<file path="config.mk">
export PLATFORM = sky130hd
export DESIGN_NAME = hotspot_throttle
export DESIGN_NICKNAME = d
export VERILOG_FILES = /design/src/rtl/hs_pkg.sv /design/src/rtl/hs_window_timer.sv /design/src/rtl/hs_switch_mon.sv /design/src/rtl/hs_lfsr.sv /design/src/rtl/hs_path_pick.sv /design/src/rtl/hotspot_throttle.sv
export SDC_FILE = /design/constraint.sdc
export NUM_CORES = 1
export LEC_CHECK = 0
export ABC_CLOCK_PERIOD_IN_PS = 10200
export BUFFER_PORTS_ARGS = -buffer_cell sky130_fd_sc_hd__buf_4
export CELL_PAD_IN_SITES_DETAIL_PLACEMENT = 0
export CELL_PAD_IN_SITES_GLOBAL_PLACEMENT = 1
export CORE_AREA = 2 2 204 156
export CTS_CLUSTER_SIZE = 10
export DETAILED_ROUTE_END_ITERATION = 6
export DIE_AREA = 0 0 206 158
export HOLD_SLACK_MARGIN = 0.06
export PLACE_DENSITY_LB_ADDON = 0.1
export SKIP_LAST_GASP = 1
export SLEW_MARGIN = 20
export SYNTH_ARGS = -nofsm -noshare
export SYNTH_HDL_FRONTEND = slang
export SYNTH_SLANG_ARGS = --single-unit
</file>
<file path="constraint.sdc">
create_clock -name clk -period 10.2 [get_ports clk]
set_clock_uncertainty 0.1 [all_clocks]
set_input_delay 0 -clock clk [delete_from_list [all_inputs] [get_ports clk]]
set_output_delay 0 -clock clk [all_outputs]
set_load 0.01 [all_outputs]
</file>
<file path="src/rtl/hs_pkg.sv">
// Shared constants and helpers for the hotspot throttle.
// Assumes run counts of 3 bits and an 8-bit random fraction.
package hs_pkg;
    localparam int RUN_W   = 3;
    localparam int RUN_MAX = 7;
    localparam int FRAC_W  = 8;
    localparam int RATIO_W = FRAC_W + 1;

    typedef logic [RUN_W-1:0] run_t;

    // Acceptance ratio (out of 256) for a summed run count; zero once fully shifted out.
    function automatic logic [RATIO_W-1:0] ratio_of(input int unsigned shift);
        if (shift > FRAC_W) return '0;
        return RATIO_W'(256) >> shift;
    endfunction
endpackage

</file>
<file path="src/rtl/hs_window_timer.sv">
// Monitoring window timer: flags the last cycle of each WIN_CYCLES-long window.
// Assumes WIN_CYCLES >= 2; the first window starts at the first edge out of reset.
module hs_window_timer #(
    parameter int WIN_CYCLES = 100
) (
    input  logic clk,
    input  logic rst_n,
    output logic win_end
);
    localparam int TW = (WIN_CYCLES > 1) ? $clog2(WIN_CYCLES) : 1;

    logic [TW-1:0] pos_q;

    assign win_end = (pos_q == TW'(WIN_CYCLES - 1));

    // Position inside the current window.
    always_ff @(posedge clk) begin
        if (!rst_n)       pos_q <= '0;
        else if (win_end) pos_q <= '0;
        else              pos_q <= pos_q + TW'(1);
    end
endmodule

</file>
<file path="src/rtl/hs_switch_mon.sv">
// Per-switch monitor: counts flits over a window and keeps the list bit and run count.
// Assumes at most one flit pulse per cycle, so the count never exceeds WIN_CYCLES.
module hs_switch_mon
    import hs_pkg::*;
#(
    parameter int WIN_CYCLES   = 100,
    parameter int THRESH_FLITS = 4
) (
    input  logic clk,
    input  logic rst_n,
    input  logic flit_evt,
    input  logic win_end,
    output logic listed,
    output run_t run_cnt
);
    localparam int FW = $clog2(WIN_CYCLES + 1);

    logic [FW-1:0] flits_q;
    logic [FW-1:0] flits_now;
    logic          over;

    // Count including this cycle's pulse, so the last window cycle is included.
    assign flits_now = flits_q + FW'(flit_evt);
    assign over      = 32'(flits_now) > THRESH_FLITS;

    // Flit accumulation; restarts at each window boundary.
    always_ff @(posedge clk) begin
        if (!rst_n)       flits_q <= '0;
        else if (win_end) flits_q <= '0;
        else              flits_q <= flits_now;
    end

    // List membership and consecutive run count, updated only at window boundaries.
    always_ff @(posedge clk) begin
        if (!rst_n) begin
            listed  <= 1'b0;
            run_cnt <= '0;
        end else if (win_end) begin
            listed  <= over;
            if (!over)                    run_cnt <= '0;
            else if (run_cnt != RUN_MAX)  run_cnt <= run_cnt + run_t'(1);
        end
    end
endmodule

</file>
<file path="src/rtl/hs_lfsr.sv">
// 16-bit Fibonacci shift register, taps 15/13/12/10, free running out of reset.
// Assumes a non-zero seed so the register never locks up.
module hs_lfsr #(
    parameter logic [15:0] SEED = 16'hACE1
) (
    input  logic        clk,
    input  logic        rst_n,
    output logic [15:0] rnd
);
    logic fb;

    assign fb = rnd[15] ^ rnd[13] ^ rnd[12] ^ rnd[10];

    // Shift once per clock.
    always_ff @(posedge clk) begin
        if (!rst_n) rnd <= SEED;
        else        rnd <= {rnd[14:0], fb};
    end
endmodule

</file>
<file path="src/rtl/hs_path_pick.sv">
// Ranked path chooser: forms each candidate's ratio from the listed run counts,
// compares it with the random byte, and registers the best-ranked accepted one.
// Assumes candidate 0 is the preferred route and the fallback choice.
module hs_path_pick
    import hs_pkg::*;
#(
    parameter int NUM_SW = 8,
    parameter int NCAND  = 4
) (
    input  logic                    clk,
    input  logic                    rst_n,
    input  logic                    qry_vld,
    input  logic [NCAND*NUM_SW-1:0] qry_paths,
    input  logic [NUM_SW-1:0]       avoid_list,
    input  logic [RUN_W*NUM_SW-1:0] run_flat,
    input  logic [FRAC_W-1:0]       rnd_byte,
    output logic                    sel_vld,
    output logic [((NCAND > 1) ? $clog2(NCAND) : 1)-1:0] sel_idx,
    output logic                    sel_hit,
    output logic                    sel_throttled
);
    localparam int IDX_W   = (NCAND > 1) ? $clog2(NCAND) : 1;
    localparam int SUM_RAW = $clog2(NUM_SW * RUN_MAX + 1);
    localparam int SUM_W   = (SUM_RAW < 4) ? 4 : SUM_RAW;

    logic [NCAND-1:0] accept;
    logic [NCAND-1:0] crosses;
    logic [IDX_W-1:0] pick_idx;
    logic             pick_hit;
    logic             pick_thr;

    for (genvar c = 0; c < NCAND; c++) begin : g_cand
        logic [NUM_SW-1:0]  hot_on_path;
        logic [SUM_W-1:0]   shift_sum;
        logic [RATIO_W-1:0] ratio;

        assign hot_on_path = qry_paths[NUM_SW*c +: NUM_SW] & avoid_list;
        assign crosses[c]  = |hot_on_path;

        // Sum of run counts over the listed switches this candidate crosses.
        always_comb begin
            shift_sum = '0;
            for (int s = 0; s < NUM_SW; s++) begin
                if (hot_on_path[s]) shift_sum = shift_sum + SUM_W'(run_flat[RUN_W*s +: RUN_W]);
            end
        end

        assign ratio     = ratio_of(int'(shift_sum));
        assign accept[c] = {1'b0, rnd_byte} < ratio;
    end

    // Lowest-numbered accepted candidate wins; otherwise fall back to candidate 0.
    always_comb begin
        pick_idx = '0;
        pick_hit = 1'b0;
        for (int c = NCAND - 1; c >= 0; c--) begin
            if (accept[c]) begin
                pick_idx = IDX_W'(c);
                pick_hit = 1'b1;
            end
        end
        pick_thr = crosses[pick_idx];
    end

    // Result register: one cycle after the query.
    always_ff @(posedge clk) begin
        if (!rst_n) begin
            sel_vld       <= 1'b0;
            sel_idx       <= '0;
            sel_hit       <= 1'b0;
            sel_throttled <= 1'b0;
        end else begin
            sel_vld       <= qry_vld;
            sel_idx       <= qry_vld ? pick_idx : '0;
            sel_hit       <= qry_vld & pick_hit;
            sel_throttled <= qry_vld & pick_thr;
        end
    end
endmodule

</file>
<file path="src/rtl/hotspot_throttle.sv">
// Top: per-switch windowed hotspot monitors, a shared window timer, a random
// source and the ranked path chooser.
// Assumes one flit pulse per switch per cycle at most.
module hotspot_throttle
    import hs_pkg::*;
#(
    parameter int NUM_SW       = 8,
    parameter int NCAND        = 4,
    parameter int WIN_CYCLES   = 100,
    parameter int THRESH_FLITS = 4
) (
    input  logic                    clk,
    input  logic                    rst_n,
    input  logic [NUM_SW-1:0]       flit_evt,
    input  logic                    qry_vld,
    input  logic [NCAND*NUM_SW-1:0] qry_paths,
    output logic [NUM_SW-1:0]       avoid_list,
    output logic [3*NUM_SW-1:0]     hot_count,
    output logic                    sel_vld,
    output logic [((NCAND > 1) ? $clog2(NCAND) : 1)-1:0] sel_idx,
    output logic                    sel_hit,
    output logic                    sel_throttled
);
    logic        win_end;
    logic [15:0] rnd;

    hs_window_timer #(.WIN_CYCLES(WIN_CYCLES)) u_timer (
        .clk(clk), .rst_n(rst_n), .win_end(win_end)
    );

    for (genvar s = 0; s < NUM_SW; s++) begin : g_mon
        hs_switch_mon #(.WIN_CYCLES(WIN_CYCLES), .THRESH_FLITS(THRESH_FLITS)) u_mon (
            .clk      (clk),
            .rst_n    (rst_n),
            .flit_evt (flit_evt[s]),
            .win_end  (win_end),
            .listed   (avoid_list[s]),
            .run_cnt  (hot_count[RUN_W*s +: RUN_W])
        );
    end

    hs_lfsr u_lfsr (
        .clk(clk), .rst_n(rst_n), .rnd(rnd)
    );

    hs_path_pick #(.NUM_SW(NUM_SW), .NCAND(NCAND)) u_pick (
        .clk           (clk),
        .rst_n         (rst_n),
        .qry_vld       (qry_vld),
        .qry_paths     (qry_paths),
        .avoid_list    (avoid_list),
        .run_flat      (hot_count),
        .rnd_byte      (rnd[15:8]),
        .sel_vld       (sel_vld),
        .sel_idx       (sel_idx),
        .sel_hit       (sel_hit),
        .sel_throttled (sel_throttled)
    );
endmodule

</file>
==> reports/qor.txt <==
Max-slew violations - 0
Iter 0 DRT Violations - 721
H-tree level count - 4
Total gr overflow - 0
Tot GR Track Use - 21.1%
Cell area after layout - 0.0138 sq mm
Final wirelength - 33900 microns
Setup-failing EPs final - 0
Max-slew headroom - 50.8%
Gp weighted congestion - 0.847
Seq cells post-synth - 116
Vias in the first global route - 9876
Fmax - 0.104 GHz
Avg Synthesized Cell Area - 8.01 sq um
Met3 Track Usage GR - 3.42%
Mapped Nets - 1716
Clock latency at the later pin of the worst-skew pair - 440 ps
Register area share after synthesis - 19.3%
Peak supply drop - 102 uV
Critical path's slowest cell - fa_1
Post-synth EDFFs - 0
Die W - 206 microns
Initial Util - 39.1%
CTS buffer count - 17
Pre-Repair DR Iteration Count - 5
Status - complete, no violations
Layout Area Growth over Synthesis - 15.2%
Drt drc - 0
Setup crit end kind - flop
Min Tclk post-route - 9610 ps
Synth async-reset ratio - 0%
Clock Path Buffers - 2
Reg clk slew, reported paths - 60 ps
Leakage - 6.19 nW
First-pass GRT wire length - 53200 microns
Total vias in the final route - 10.8k
Distinct cells, synth - 79
YS warnings - 0
Final ANT Viol Nets - 0
Placed instance area - 0.0130 sq mm
Slew @ Worst Pin - 734 ps
Buffers on Ports - 79
Core Footprint - 0.0307 sq mm
Final-layout fill cell count - 3100
Vias/cell - 5.41
Max FO, Critical Path - 7
# nets final - 1796
Most Crowded Layer GR - met1
Post-synth top flop - dfxtp_1
Cell count after synthesis - 1499
Met1 Track Usage GR - 31.9%
Largest net degree at the start of global routing - 69
Final instance count without filler cells - 1998
Met2 usage - 31.1%
Inst Count DP - 1952
Most common cell after layout, fill and taps aside - nand2_1
CTS tree - built
Clk sinks - 116
Max stage delay on crit path - 510 ps
Final critical-path share of the clock period - 94.2%
Critical path required time - 10420 ps
CP startpoint kind - flop
PD cells - 81.3 mW/mm^2
Wirelength per Cell - 17.0 microns
Num rows - 56
Critical Path AT - 9820 ps
Max-cap violations - 0
Most frequent cells in the layout - nand2_1, nor2_1, ha_1
Post-Route Setup TNS - 0 ps
CTS Root Cell - clkbuf_16
Die height - 158 microns
N_diodes - 0
Critical path type - flop to flop
Hold/Removal Path Class - primary input to flop
Mapped Area - 0.0120 sq mm
Fin. Hold Viols - 0
Die area - 0.0325 sq mm
Layout cells sized above 1 - 13.9%
I/O Pins - 80
Setup slack, reg-to-reg - 590 ps
Post-DP HPWL - 26900 microns
Initial antenna violation count - 0
-- sequential cells by signal (all words and copies together) (netlist names) --
| name | flops |
|---|---|
| g_mon.u_mon.run_cnt | 24 |
| u_lfsr.rnd | 16 |
| u_timer.pos_q | 7 |
| u_pick.sel_vld | 1 |
| u_pick.sel_idx | 2 |
| g_mon.u_mon.flits_q | 56 |
| u_pick.sel_throttled | 1 |
| g_mon.u_mon.listed | 8 |
| u_pick.sel_hit | 1 |
-- worst paths after layout --
path | cells after the start | start | to
setup / recovery | 43 | g_mon[0].u_mon.run_cnt[0] | u_pick.sel_throttled
setup reg to reg | 43 | g_mon[0].u_mon.run_cnt[0] | u_pick.sel_throttled
hold / removal | 4 | qry_paths[16] | u_pick.sel_throttled
hold reg to reg | 1 | u_lfsr.rnd[4] | u_lfsr.rnd[5]
-- stage by stage --
step / hold slack [ps] / utilization (%) / setup WS, ps / power, W
4_1_cts: 174 / 44.5 / 24.4 / 0.00114
2_1_floorplan: 115 / - / 978 / 0.000531
3_3_place_gp: 267 / 42.3 / 198 / 0.000564
6_report: 193 / 45.1 / 594 / 0.00113
5_1_grt: 210 / 45.1 / -15.5 / 0.00117
3_5_place_dp: 275 / 42.3 / 57.9 / 0.000564
-- synthesized netlist by cell type, types with 46 or more instances --
library cell / number / area share (%)
nand2_1: 163 / 5.1
nor2_1: 153 / 4.8
ha_1: 148 / 15
dfxtp_1: 116 / 19
o21ai_0: 67 / 2.8
a21oi_1: 64 / 2.7
inv_1: 63 / 2.0
nor2b_1: 58 / 3.0
nand3_1: 54 / 2.2
xnor2_1: 53 / 3.9
xor2_1: 52 / 3.8
and3_1: 46 / 2.4
-- repair_timing --
| item | 4_1_cts | 5_1_grt |
|---|---|---|
| resized for setup | 0 | 49 |
| endpoints found under the setup margin | 0 | 4 |
| endpoints found under the hold margin | 25 | 0 |
| setup buffers | 0 | 4 |
| hold buffers | 10 | 0 |
-- layer usage --
metal | share of wire (%) | vias up
met4 | 0.94 | 0
met2 | 41 | 196
met3 | 4.5 | 18
li1 | - | 5509
met5 | 0 | -
met1 | 54 | 5083
-- power breakdown --
part,total [W],switching [W],internal [W]
combinational,0.0000812,0.0000392,0.0000421
sequential,0.000476,0.0000103,0.000465
clock,0.000569,0.000239,0.000330
-- area by class of cell --
cell class	instances	area, sq um	area share [%]
flip-flops and latches	116	2330	16.9
clock buffers	21	470	3.40
well taps	406	508	3.67
inverters	63	236	1.71
repair buffers	109	843	6.09
multi-input cells	1272	9370	67.7
clock inverters	11	77.6	0.560
-- kinds of logic after synthesis --
| kind of cell | after synthesis | share of synthesized area, % |
|---|---|---|
| and+or+nand+nor | 603 | 24.5 |
| AOI/OAI and AO/OA | 324 | 18.3 |
| adders and majority gates | 177 | 20.0 |
| DFF | 116 | 19.3 |
| xor gates and xnor gates | 112 | 8.76 |
| buffers and inverters | 111 | 4.00 |
| muxes | 56 | 5.08 |
-- worst max-delay path: cells and delay by family, from the launching register on --
family                   cells  cell delay (ps)
flip-flops                   1              380
AO/OA/AOI/OAI               13             2080
XOR/XNOR                     2              290
multiplexers                 3              850
adder cells (fa/ha/maj)      9             3480
AND/OR/NAND/NOR             15             2210
buffers and inverters        1              110
Note: power is estimated with default switching activity, not from simulation.
